File: config.mk
export PLATFORM = sky130hd
export DESIGN_NAME = wpk_pack
export DESIGN_NICKNAME = d
export VERILOG_FILES = /design/src/rtl/wpk_pkg.sv /design/src/rtl/wpk_align.sv /design/src/rtl/wpk_sel.sv /design/src/rtl/wpk_out_reg.sv /design/src/rtl/wpk_pack.sv
export SDC_FILE = /design/constraint.sdc
export NUM_CORES = 1
export LEC_CHECK = 0
export BUFFER_PORTS_ARGS = -buffer_cell sky130_fd_sc_hd__buf_2
export CAP_MARGIN = 25
export CORE_ASPECT_RATIO = 2
export CORE_UTILIZATION = 31
export CTS_CLUSTER_DIAMETER = 60
export DETAILED_ROUTE_END_ITERATION = 10
export PLACE_DENSITY = 0.6
export SYNTH_ARGS = -nofsm -noshare
export SYNTH_HDL_FRONTEND = slang
export SYNTH_SLANG_ARGS = --single-unit
File: constraint.sdc
create_clock -name clk_i -period 1.74 [get_ports clk_i]
set_clock_uncertainty 0.1 [all_clocks]
set_input_delay 0.087 -clock clk_i [delete_from_list [all_inputs] [get_ports clk_i]]
set_output_delay 0.087 -clock clk_i [all_outputs]
set_load 0.01 [all_outputs]
File: src/rtl/wpk_pkg.sv
package wpk_pkg;
  localparam int WORD_W  = 32;
  localparam int N_WORDS = 4;
  localparam int TOTAL_W = WORD_W * N_WORDS;
  localparam int MANT_W  = 64;
  localparam int GUARD_W = 8;
  localparam int N_ALIGN = 4;
  localparam int SEL_W   = $clog2(N_ALIGN);

  typedef enum logic [SEL_W-1:0] {
    ALIGN_L0  = 2'b00,
    ALIGN_L1  = 2'b01,
    ALIGN_L31 = 2'b10,
    ALIGN_L32 = 2'b11
  } align_e;

  function automatic int shift_amt(int idx, int word_w);
    case (idx)
      0:       shift_amt = 0;
      1:       shift_amt = 1;
      2:       shift_amt = word_w - 1;
      default: shift_amt = word_w;
    endcase
  endfunction
endpackage

File: src/rtl/wpk_align.sv
module wpk_align #(
  parameter int TOTAL_W = 128,
  parameter int MANT_W  = 64,
  parameter int GUARD_W = 8,
  parameter int SHIFT   = 0
) (
  input  logic [TOTAL_W-1:0]        data_i,
  output logic [MANT_W+GUARD_W-1:0] packed_o
);
  localparam int REST_W = TOTAL_W - MANT_W - GUARD_W;

  logic [TOTAL_W-1:0] shifted;
  logic               sticky;

  assign shifted = data_i << SHIFT;
  assign sticky  = |shifted[REST_W-1:0];

  assign packed_o = {shifted[TOTAL_W-1 -: MANT_W+GUARD_W-1],
                     shifted[REST_W] | sticky};
endmodule

File: src/rtl/wpk_sel.sv
module wpk_sel #(
  parameter int N     = 4,
  parameter int W     = 72,
  parameter int SEL_W = $clog2(N)
) (
  input  logic [N-1:0][W-1:0] cand_i,
  input  logic [SEL_W-1:0]    sel_i,
  output logic [W-1:0]        out_o
);
  always_comb begin
    out_o = '0;
    for (int k = 0; k < N; k++) begin
      if (sel_i == SEL_W'(k)) out_o = cand_i[k];
    end
  end
endmodule

File: src/rtl/wpk_out_reg.sv
module wpk_out_reg #(
  parameter int W = 72
) (
  input  logic         clk_i,
  input  logic         rst_ni,
  input  logic         load_i,
  input  logic [W-1:0] d_i,
  output logic         valid_o,
  output logic [W-1:0] q_o
);
  always_ff @(posedge clk_i or negedge rst_ni) begin
    if (!rst_ni) begin
      q_o     <= '0;
      valid_o <= 1'b0;
    end else begin
      valid_o <= load_i;
      if (load_i) q_o <= d_i;
    end
  end
endmodule

File: src/rtl/wpk_pack.sv
module wpk_pack
  import wpk_pkg::*;
#(
  parameter int P_TOTAL_W = TOTAL_W,
  parameter int P_MANT_W  = MANT_W,
  parameter int P_GUARD_W = GUARD_W,
  parameter int P_WORD_W  = WORD_W
) (
  input  logic                 clk_i,
  input  logic                 rst_ni,
  input  logic                 valid_i,
  input  logic [SEL_W-1:0]     align_sel_i,
  input  logic [P_TOTAL_W-1:0] data_i,
  output logic                 valid_o,
  output logic [P_MANT_W-1:0]  mant_o,
  output logic [P_GUARD_W-1:0] guard_o
);
  localparam int PK_W = P_MANT_W + P_GUARD_W;

  logic [N_ALIGN-1:0][PK_W-1:0] cand;
  logic [PK_W-1:0]              picked;
  logic [PK_W-1:0]              held;

  for (genvar m = 0; m < N_ALIGN; m++) begin : g_align
    wpk_align #(
      .TOTAL_W(P_TOTAL_W),
      .MANT_W (P_MANT_W),
      .GUARD_W(P_GUARD_W),
      .SHIFT  (shift_amt(m, P_WORD_W))
    ) i_align (
      .data_i  (data_i),
      .packed_o(cand[m])
    );
  end

  wpk_sel #(.N(N_ALIGN), .W(PK_W), .SEL_W(SEL_W)) i_sel (
    .cand_i(cand),
    .sel_i (align_sel_i),
    .out_o (picked)
  );

  wpk_out_reg #(.W(PK_W)) i_out (
    .clk_i  (clk_i),
    .rst_ni (rst_ni),
    .load_i (valid_i),
    .d_i    (picked),
    .valid_o(valid_o),
    .q_o    (held)
  );

  assign mant_o  = held[PK_W-1 -: P_MANT_W];
  assign guard_o = held[P_GUARD_W-1:0];
endmodule

==> results.cfg <==
[run_status]
status = finished clean

[setup_path]
worstPathArrival_ns = 1.44
path_class = in2reg
reg2reg_to = i_out.q_o[17]$_DFFE_PN0P_
cp-endpoint = i_out.q_o[0]$_DFFE_PN0P_
startpoint = align_sel_i[1]
reg2reg_from = i_out.q_o[17]$_DFFE_PN0P_
r2r_slack_ns = 0.85
reg2regPathDepth = 1
end_kind = flip-flop
crit_path_max_fanout = 34
critPathRequiredTime_ns = 1.84
cp-start-kind = primary input

[synth]
synth_fa_ha_area_frac = 0
synth-seq-cells = 73
synthCells = 266
synth_xor_area_frac = 0
netlist_area_mm2 = 0.00481
synth_compound_area_frac = 0.00442
muxShareOfSynthArea = 0.540
yosys.cell_types.count = 24
synth_top_family_by_area = multiplexers
ys_seq_area_frac = 0.379
synth_area_per_cell_um2 = 18.1
synth-simple-area-share = 0.0286
syn_nets = 399
yosys_warnings = 0

[detailed_routing]
via_per_inst = 5.16
drc = 0
drt_pass1_iterations = 4
wl_per_cell_um = 19.8
initialDrtViolationCount = 104
via_count = 3487
ant_nets = 0
drt-total-wl_mm = 13.4

[sta]
tightest_slew_ns = 0.552
final-max-slew-violation-count = 0
setup_viol_count_final = 0
finalHoldViolCount = 0
whs_ns = 0.107
relSlewSlack = 0.632
clock.fmax_mhz = 746
rsz0062_at_grt = no
fin_setup_tns_ns = 0
finalCriticalPeriod_ns = 1.34
finalCritPeriodShare = 0.771

[floorplan]
dieArea_mm2 = 0.0161
num_rows = 64
initial_core_util = 0.316
die-height_um = 178
core-area_mm2 = 0.0152
ioPinCount = 206
die_w_um = 90.1

[pwr]
p_per_area_mw_per_mm2 = 845
p_leak_uw = 0.00286
max-vdd-ir-drop_uv = 492

[placed_design]
gp_congestion = 0.818
portBuffers = 205
dp_hpwl_mm = 10.6

[cells_and_area]
multiInputGateArea_mm2 = 0.00276
fillers = 1464
area_growth_pct = 31.2
drive_above_1_share = 0.782
seqCellArea_mm2 = 0.00183
nNetsFinal = 604

[clock_network]
path_clk_slew_ns = 0.06
htreeDepth = 3
numCtsBuffers = 9
clock_path_buffers = 2
cts_tree = built
cts-resized-gates = 0
clkLatencyLatePin_ns = 0.33
hold_buffers = 1
cts_root_buf = clkbuf_16
cts_setup_buffers = 0
numClockSinks = 73

[min_path]
whs_path_depth = 3
hold_class = in2reg

[grt]
gr-total-overflow = 0
grt_pass1_wl_mm = 21.0
antenna_found_initial = 1
grt_max_degree = 44
grtUsageTotal = 0.170
grt_pass1_vias = 3781

[flow_run]
cap_violations = 0
critical path: stages:
cell and delay [ns]:
buf_4 0.28, buf_12 0.25, a211oi_1 0.27, nand4_1 0.15
nor3_1 0.20, buf_4 0.14, a21oi_1 0.05
synthesized netlist by cell type, drive strengths merged:
| cell | count | area [um^2] |
|---|---|---|
| dfrtp | 73 | 1830 |
| mux2 | 71 | 987 |
| mux4 | 71 | 1610 |
| buf | 23 | 224 |
| nor4 | 12 | 75.1 |
| nand2 | 2 | 7.51 |
| nand4 | 2 | 12.5 |
| a211oi | 1 | 7.51 |
| a21oi | 1 | 5.00 |
| clkbuf | 1 | 3.75 |
| inv | 1 | 3.75 |
| nand3 | 1 | 5.00 |
| nand3b | 1 | 7.51 |
| nor2 | 1 | 3.75 |
| nor2b | 1 | 6.26 |
| nor3 | 1 | 5.00 |
| nor3b | 1 | 7.51 |
| o41ai | 1 | 8.76 |
| or4 | 1 | 7.51 |
metal layers:
metal  track usage  vias to the layer above  wire (um)  share of wire
met5             0                        -          0              0
met4        0.0632                        0        240          0.018
met3        0.0256                       11        483          0.036
met2         0.329                      120       7940           0.59
met1         0.185                     1828       4710           0.35
li1              -                     1528          -              -
worst min path at each step:
| stage | start | end | slack [ns] |
|---|---|---|---|
| after floorplan | rst_ni | i_out.q_o[0]$_DFFE_PN0P_ | -0.31 |
| after global placement | rst_ni | i_out.q_o[66]$_DFFE_PN0P_ | -0.01 |
| after detailed placement | rst_ni | i_out.q_o[66]$_DFFE_PN0P_ | 0.001 |
| after CTS | valid_i | i_out.valid_o$_DFF_PN0_ | 0.08 |
| after global routing | valid_i | i_out.valid_o$_DFF_PN0_ | 0.1 |
| final | data_i[112] | i_out.q_o[56]$_DFFE_PN0P_ | 0.11 |
through the flow:
step | worst slack [ns] | total power [uW] | util | cells | instance area [um^2]
final | 0.399 | 5340 | 0.415 | 676 | 6320
after global routing | 0.222 | 5600 | 0.415 | 675 | 6320
after CTS | 0.386 | 5420 | 0.415 | 674 | 6310
after detailed placement | 0.0408 | 3650 | 0.396 | 657 | 6020
after global placement | 0.00302 | 3600 | 0.396 | 657 | 6020
after floorplan | 0.367 | 3010 | - | 266 | 4810
where the power goes:
group          switching [uW]  internal (uW)  total, uW
combinational             632            872       1500
sequential                144           1950       2090
clock                     738           1000       1740
total                    1510           3820       5340
kinds of logic after synthesis:
logic type / count (synthesis)
AO/OA/AOI/OAI: 3
multiplexers: 142
AND/OR/NAND/NOR: 23
buffers and inverters: 25
flip-flops: 73
layout by cell type, fill, tap and decap left out, types with 3 or more instances in the layout:
| cell | instances |
|---|---|
| buf_2 | 201 |
| nor4_1 | 12 |
| mux4_2 | 68 |
| mux2_4 | 50 |
| buf_12 | 5 |
| clkbuf_16 | 9 |
| clkinvlp_4 | 3 |
| buf_4 | 11 |
| mux2_2 | 21 |
| dfrtp_1 | 73 |
| mux4_1 | 3 |
flip-flops by register name, indices dropped and copies added (netlist names):
register	cells
i_out.q_o	72
i_out.valid_o	1
layout make-up:
cell class                      count  share of cell area
Antenna cell                        2            0.000792
Inverter                            1            0.000594
Sequential cell                    73               0.289
Tap cell                          198              0.0392
Clock buffer                       10              0.0378
Multi-Input combinational cell    168               0.436
Timing Repair Buffer              218               0.190
Clock inverter                      6             0.00653
Power figures use the tool's default switching activity.
